`config.mk`:
```
export PLATFORM = sky130hd
export DESIGN_NAME = serial_accum_adder
export DESIGN_NICKNAME = d
export VERILOG_FILES = /design/src/rtl/serial_add_pkg.sv /design/src/rtl/sa_shift_reg.sv /design/src/rtl/sa_carry_cell.sv /design/src/rtl/sa_pass_ctr.sv /design/src/rtl/serial_accum_adder.sv
export SDC_FILE = /design/constraint.sdc
export NUM_CORES = 1
export LEC_CHECK = 0
export BUFFER_PORTS_ARGS = -buffer_cell sky130_fd_sc_hd__clkbuf_2
export CORE_MARGIN = 4
export CORE_UTILIZATION = 25
export DETAILED_ROUTE_END_ITERATION = 8
export PLACE_DENSITY_LB_ADDON = 0.05
export SLEW_MARGIN = 30
export SYNTH_ARGS = -nofsm -noshare
export SYNTH_HDL_FRONTEND = slang
export SYNTH_HIERARCHICAL = 1
export SYNTH_SLANG_ARGS = --single-unit
```
`constraint.sdc`:
```
create_clock -name clk_i -period 1.45 [get_ports clk_i]
set_clock_uncertainty 0.2 [all_clocks]
set_input_delay 0.29 -clock clk_i [delete_from_list [all_inputs] [get_ports clk_i]]
set_output_delay 0.29 -clock clk_i [all_outputs]
set_load 0.1 [all_outputs]
```
`src/rtl/serial_add_pkg.sv`:
```
package serial_add_pkg;
  typedef struct packed {
    logic sum;
    logic cout;
  } fa_t;

  function automatic fa_t full_add(input logic a, input logic b, input logic c);
    fa_t r;
    r.sum  = a ^ b ^ c;
    r.cout = (a & b) | (c & (a ^ b));
    return r;
  endfunction
endpackage

```
`src/rtl/sa_shift_reg.sv`:
```
module sa_shift_reg #(
  parameter int unsigned WIDTH = 4
) (
  input  logic             clk_i,
  input  logic             rst_ni,
  input  logic             clr_i,
  input  logic             shift_i,
  input  logic             ser_i,
  output logic [WIDTH-1:0] par_o
);
  logic [WIDTH-1:0] q;

  for (genvar i = 0; i < WIDTH; i++) begin : g_bit
    logic nxt;
    if (i == WIDTH - 1) begin : g_top
      assign nxt = ser_i;
    end else begin : g_mid
      assign nxt = q[i+1];
    end
    always_ff @(posedge clk_i or negedge rst_ni) begin
      if (!rst_ni)      q[i] <= 1'b0;
      else if (clr_i)   q[i] <= 1'b0;
      else if (shift_i) q[i] <= nxt;
    end
  end

  assign par_o = q;

  assert_msb_entry_R2: assert property (@(posedge clk_i) disable iff (!rst_ni)
    (shift_i && !clr_i) |=> (par_o[WIDTH-1] == $past(ser_i)));
  assert_hold_R7: assert property (@(posedge clk_i) disable iff (!rst_ni)
    (!shift_i && !clr_i) |=> $stable(par_o));
endmodule

```
`src/rtl/sa_carry_cell.sv`:
```
module sa_carry_cell
  import serial_add_pkg::*;
(
  input  logic clk_i,
  input  logic rst_ni,
  input  logic clr_i,
  input  logic en_i,
  input  logic last_i,
  input  logic a_i,
  input  logic b_i,
  output logic sum_o,
  output logic cout_o,
  output logic carry_o
);
  fa_t  fa;
  logic c_q;

  assign fa = full_add(a_i, b_i, c_q);

  // carry restarts from zero after the top bit of a pass
  always_ff @(posedge clk_i or negedge rst_ni) begin
    if (!rst_ni)   c_q <= 1'b0;
    else if (clr_i) c_q <= 1'b0;
    else if (en_i) c_q <= last_i ? 1'b0 : fa.cout;
  end

  assign sum_o   = fa.sum;
  assign cout_o  = fa.cout;
  assign carry_o = c_q;
endmodule

```
`src/rtl/sa_pass_ctr.sv`:
```
module sa_pass_ctr #(
  parameter int unsigned WIDTH = 4
) (
  input  logic clk_i,
  input  logic rst_ni,
  input  logic clr_i,
  input  logic en_i,
  output logic last_o,
  output logic done_o
);
  localparam int unsigned CW = (WIDTH > 1) ? $clog2(WIDTH) : 1;
  localparam logic [CW-1:0] LAST = CW'(WIDTH - 1);
  localparam logic [CW-1:0] ONE  = CW'(1);

  logic [CW-1:0] cnt_q;
  logic          done_q;

  assign last_o = (cnt_q == LAST);

  always_ff @(posedge clk_i or negedge rst_ni) begin
    if (!rst_ni) begin
      cnt_q  <= '0;
      done_q <= 1'b0;
    end else if (clr_i) begin
      cnt_q  <= '0;
      done_q <= 1'b0;
    end else begin
      done_q <= en_i && last_o;
      if (en_i) cnt_q <= last_o ? '0 : cnt_q + ONE;
    end
  end

  assign done_o = done_q;

  assert_done_pulse_R4: assert property (@(posedge clk_i) disable iff (!rst_ni)
    done_o |=> !done_o);
  assert_done_after_bit_R4: assert property (@(posedge clk_i) disable iff (!rst_ni)
    done_o |-> ($past(en_i) && !$past(clr_i)));
endmodule

```
`src/rtl/serial_accum_adder.sv`:
```
module serial_accum_adder #(
  parameter int unsigned WIDTH = 4
) (
  input  logic             clk_i,
  input  logic             rst_ni,
  input  logic             clear_i,
  input  logic             run_i,
  input  logic             bit_i,
  output logic [WIDTH-1:0] sum_o,
  output logic             done_o,
  output logic             ovf_o
);
  logic [WIDTH-1:0] a_q, b_q;
  logic sum_bit, cout, carry_q, last, ovf_q;

  sa_shift_reg #(.WIDTH(WIDTH)) u_acc (
    .clk_i(clk_i), .rst_ni(rst_ni), .clr_i(clear_i), .shift_i(run_i),
    .ser_i(sum_bit), .par_o(a_q)
  );

  sa_shift_reg #(.WIDTH(WIDTH)) u_opnd (
    .clk_i(clk_i), .rst_ni(rst_ni), .clr_i(clear_i), .shift_i(run_i),
    .ser_i(bit_i), .par_o(b_q)
  );

  sa_carry_cell u_fa (
    .clk_i(clk_i), .rst_ni(rst_ni), .clr_i(clear_i), .en_i(run_i),
    .last_i(last), .a_i(a_q[0]), .b_i(b_q[0]),
    .sum_o(sum_bit), .cout_o(cout), .carry_o(carry_q)
  );

  sa_pass_ctr #(.WIDTH(WIDTH)) u_ctr (
    .clk_i(clk_i), .rst_ni(rst_ni), .clr_i(clear_i), .en_i(run_i),
    .last_o(last), .done_o(done_o)
  );

  always_ff @(posedge clk_i or negedge rst_ni) begin
    if (!rst_ni)              ovf_q <= 1'b0;
    else if (clear_i)         ovf_q <= 1'b0;
    else if (run_i && last)   ovf_q <= cout;
  end

  assign sum_o = a_q;
  assign ovf_o = ovf_q;

  assert_clear_R8: assert property (@(posedge clk_i) disable iff (!rst_ni)
    clear_i |=> (a_q == '0 && b_q == '0 && !carry_q && !done_o && !ovf_o));
  assert_carry_fresh_R6: assert property (@(posedge clk_i) disable iff (!rst_ni)
    done_o |-> !carry_q);
  assert_ovf_hold_R5: assert property (@(posedge clk_i) disable iff (!rst_ni)
    !$stable(ovf_o) |-> (done_o || $past(clear_i)));
endmodule

```
==> results of run 1 <==
[through the flow]
step	std cells	setup TNS [ns]
2_1_floorplan	49	-0.193
3_3_place_gp	85	0
3_5_place_dp	85	0
4_1_cts	90	-0.0958
5_1_grt	90	-0.134
6_report	90	-0.0744
[power by group through the flow]
| stage | combinational [mW] | clock, mW | sequential [mW] |
|---|---|---|---|
| 6_report | 0.0603 | 0.214 | 0.375 |
| 3_3_place_gp | 0.0564 | 0 | 0.381 |
| 2_1_floorplan | 0.0269 | 0 | 0.382 |
| 3_5_place_dp | 0.0592 | 0 | 0.382 |
| 5_1_grt | 0.0677 | 0.242 | 0.375 |
| 4_1_cts | 0.0617 | 0.230 | 0.375 |
[final timing paths]
path	startpoint	endpoint	slack (ns)
min in group asynchronous	rst_ni	u_ctr/cnt_q[0]	0.26
max reg2reg	u_acc/par_o[0]	u_acc/g_bit[2].nxt	0.03
max	u_acc/par_o[0]	sum_o[0]	-0.07
min reg2reg	u_opnd/g_bit[2].nxt	u_opnd/g_bit[2].nxt	0.33
max in group asynchronous	rst_ni	u_acc/par_o[0]	0.52
min	bit_i	u_opnd/g_bit[2].nxt	0.07
[final cells by class]
cell class	instances	area, µm²
clock buffers	4	26.3
fillers	229	1420
multi-input cells	31	234
flip-flops and latches	13	330
well taps	28	35.0
repair buffers	14	189
[layer usage]
metal | wire length, µm | GRT usage [%]
met4 | 0 | 5.08
met2 | 575 | 12.4
met5 | 0 | 0
met3 | 66 | 3.45
met1 | 472 | 8.86
[cells in the final DEF (no fill, tap or decap), types with 2 or more instances in the layout]
cell      count
dfrtp_1      11
nor2_1       10
mux2i_1       9
buf_12        7
clkbuf_2      4
a21oi_2       3
clkbuf_4      3
nand2b_1      2
[sequential cells by signal (all words and copies together) (netlist names)]
register and count:
ovf_o 1, u_acc/g_bit.nxt 3, u_acc/par_o 1, u_ctr/cnt_q 2, u_ctr/done_o 1, u_fa/carry_o 1
u_opnd/g_bit.nxt 3, u_opnd/par_o 1
[worst max-delay path, delay by kind of cell (launching register included)]
kind / cells / cell delay (ns)
buf+inv: 2 / 0.28
flops: 1 / 0.49
[what timing repair did]
action                     in CTS  in global routing
hold buffers                    1                  0
resized for setup               1                  0
hold endpoints to repair       13                  0
setup endpoints to repair       1                  2
==> flow_summary.yaml, run 1 <==
outcome:
  outcome: "finished with violations"
  violations: "setup timing"
critical_path:
  critPathCaptureType: "output pin"
  path_cells: "buf_6 > buf_12"
  reg2reg_depth: 3
  cp.arrival_ns: 1.03
  cp.required_ns: 0.96
  cp_slowest_stage_delay_ns: 0.49
  crit_type: "reg -> out"
  crit_slowest_cell: "dfrtp_4"
  start_kind: "flip-flop"
  cp_max_fo: 2
final_layout:
  nets: 70
  antennaDiodeCount: 0
  design_area_um2: 815
  post-route-util_pct: 36.5
  drive_above_1_share_pct: 33.9
  area_growth_pct: 37.6
sta:
  maxSlewViolCount: 0
  max-slew-margin-rel_pct: 77.9
  rsz0062_at_grt: "true"
  fin_crit_ns: 1.52
  setup_viol: 1
  fmax_ghz: 0.656
  hold_viol_final: 0
  fin_ws_ns: -0.0744
  tightest_slew_ns: 0.331
  whs_ns: 0.0683
  period_share_pct: 105
global_route:
  grt_pass1_wl_mm: 1.90
  track_usage_pct: 7.98
  grt_pass1_vias: 437
  antenna_found_initial: 0
  overflow: 0
  grt_max_degree: 16
pwr:
  p_total_mw: 0.649
  ir_worst_vdd_v: 0.000512
  pwr-share-comb_pct: 9.3
  internal_power_mw: 0.503
  power_density_nw_per_um2: 797
  p_leak_nw: 0.388
  power.share.clock_pct: 33.0
  swShare_pct: 22.6
  power_frac_seq_pct: 57.7
  p_sw_mw: 0.147
clock_tree:
  h-tree-depth: 1
  cts.sinks: 13
  clk_path_buf_depth: 2
  clkLatencyLatePin_ns: 0.27
  cts_setup_buffers: 0
  cts_tree: "done"
  clk_pin_slew_ns: 0.08
  numCtsBuffers: 3
  cts-root-buf: "clkbuf_4"
detailed_routing:
  ant_nets: 0
  first_pass_iters: 1
  viasPerCell: 4.38
  route.detailed.drc: 0
  avgRoutedWirePerCell_um: 12.4
  finalWirelength_mm: 1.12
  vias: 394
  drt_iter0_drc: 0
floorplanning:
  die_h_um: 56.7
  ios: 11
  core-area_um2: 2230
  fp-row-count: 17
  die_area_um2: 3210
  die_w_um: 56.7
  start_util_pct: 26.5
hold_path:
  holdPathStages: 3
  hold_class: "in -> reg"
synthesis:
  syn_area_per_cell_um2: 12.1
  netlist_instances: 49
  syn_area_um2: 592
  synth-warning-count: 6
  syn_nets: 56
placed_design:
  io_buffers: 10
  globalplace.congestion: 0.708
  placed_cell_area_um2: 774
  dp_hpwl_um: 856
  dp_slack_ns: 0.0313
flow_run:
  maxCapViolCount: 0
No activity file was read; power rests on OpenSTA's default activity.
==> run 2: changes to the inputs <==
--- a/config.mk
+++ b/config.mk
@@ -5,6 +5,7 @@
 export SDC_FILE = /design/constraint.sdc
 export NUM_CORES = 1
 export LEC_CHECK = 0
+export ABC_AREA = 1
 export BUFFER_PORTS_ARGS = -buffer_cell sky130_fd_sc_hd__clkbuf_2
 export CORE_MARGIN = 4
 export CORE_UTILIZATION = 25
==> run 2 against run 1 <==
  * The run still ends with setup timing left
  * Via count up 19%
  * Final area grew 0.61%
  * Flip-flop and latch count unchanged
  * Clock-buffer cell count unchanged
  * Synthesized cell count rose by 43%
  * Die area is 1.5% higher
  * Utilization shrank 0.12 points
  * Global-route usage is essentially flat
  * Critical path type is now reg -> reg
==> flow_summary.yaml, run 2 <==
clock_tree:
  cts_tree: "done"
  numCtsBuffers: 3
  cts.sinks: 13
  clkLatencyLatePin_ns: 0.27
  cts-root-buf: "clkbuf_4"
  h-tree-depth: 1
  clk_pin_slew_ns: 0.08
  clk_path_buf_depth: 2
sta:
  fin_crit_ns: 1.54
  setup_viol: 3
  period_share_pct: 106
  hold_viol_final: 0
  fin_ws_ns: -0.0858
  tightest_slew_ns: 0.373
  rsz0062_at_grt: "true"
  max-slew-margin-rel_pct: 75.1
  fmax_ghz: 0.651
  maxSlewViolCount: 0
pwr:
  power_density_nw_per_um2: 830
  ir_worst_vdd_v: 0.000335
  p_leak_nw: 0.433
final_layout:
  nets: 92
  area_growth_pct: 36.2
  design_area_um2: 820
  drive_above_1_share_pct: 26.2
  final_common_cell: "nand2_1"
  layout_common_cells: "nand2_1, dfrtp_1, nand3_1"
  antennaDiodeCount: 0
placed_design:
  globalplace.congestion: 0.635
  dp_hpwl_um: 817
  dp_slack_ns: 0.0740
  placed_cell_area_um2: 772
  io_buffers: 10
critical_path:
  cp.required_ns: 1.46
  start_kind: "flip-flop"
  critPathCaptureType: "flip-flop"
  cp_max_fo: 2
  crit_type: "reg -> reg"
  cp.arrival_ns: 1.55
global_route:
  grt_pass1_wl_mm: 1.97
  grt_pass1_vias: 427
  overflow: 0
  track_usage_pct: 7.98
  grt_max_degree: 18
  antenna_found_initial: 0
floorplanning:
  ios: 11
  die_area_um2: 3260
  fp-row-count: 17
  start_util_pct: 26.7
  core-area_um2: 2250
  die_h_um: 57.1
  die_w_um: 57.1
synthesis:
  syn_nets: 77
  synth-warning-count: 6
  syn_area_um2: 602
  netlist_instances: 70
  syn_area_per_cell_um2: 8.60
outcome:
  violations: "setup timing"
  outcome: "finished with violations"
detailed_routing:
  viasPerCell: 4.18
  route.detailed.drc: 0
  avgRoutedWirePerCell_um: 10.4
  vias: 468
  drt_iter0_drc: 5
  ant_nets: 0
  finalWirelength_mm: 1.16
  first_pass_iters: 4
hold_path:
  hold_class: "in -> reg"
flow_run:
  maxCapViolCount: 0
## run 2: final cells by class
type	count	area [µm²]
inverters	7	26.3
multi-input cells	47	234
fillers	251	1440
repair buffers	13	169
well taps	28	35.0
flip-flops and latches	13	329
clock buffers	4	26.3
## run 2: final timing paths
path,startpoint,endpoint,slack (ns),depth (start not counted)
max,u_acc/par_o[0],u_acc/g_bit[2].nxt,-0.09,4
max in group asynchronous,rst_ni,u_acc/par_o[0],0.53,2
min,bit_i,u_opnd/g_bit[2].nxt,0.04,3
max reg2reg,u_acc/par_o[0],u_acc/g_bit[2].nxt,-0.09,4
min reg2reg,u_opnd/g_bit[0].nxt,u_opnd/g_bit[0].nxt,0.28,2
min in group asynchronous,rst_ni,u_ctr/done_o,0.24,2
## run 2: report_power, final
part           switching [mW]  internal (mW)  total (mW)
sequential            0.00790          0.373       0.381
combinational          0.0515         0.0251      0.0766
clock                   0.117          0.106       0.223
total                   0.176          0.504       0.681
## run 2: repair_timing
action | in CTS | in global routing
setup endpoints to repair | 1 | 4
hold buffers | 1 | 0
endpoints found under the hold margin | 13 | 0
resized for setup | 1 | 1
setup buffers | 1 | 0
## run 2: per-stage QoR
stage                     power, mW  setup TNS (ns)  instances  hold slack [ns]  utilization [%]
after floorplan               0.428          -0.138         70           -0.206                -
after global placement        0.464               0        106           0.0165             34.2
after detailed placement      0.464               0        106           0.0131             34.2
after CTS                     0.699          -0.191        112           0.0341             36.3
after global routing          0.724          -0.378        112           0.0470             36.3
final                         0.681          -0.177        112           0.0447             36.3
## run 2: per-layer routing
metal	vias up	share of wire [%]	GRT usage, %
li1	244	-	-
met1	215	48	9.27
met2	7	46	12.6
met3	2	5.2	3.39
met4	0	1.1	3.97
met5	-	0	0
## run 2: critical path: stages, from the launching register on
cell,delay [ns]
dfrtp_4,0.48
buf_4,0.14
fa_2,0.51
nand3_1,0.07
nand2_1,0.07
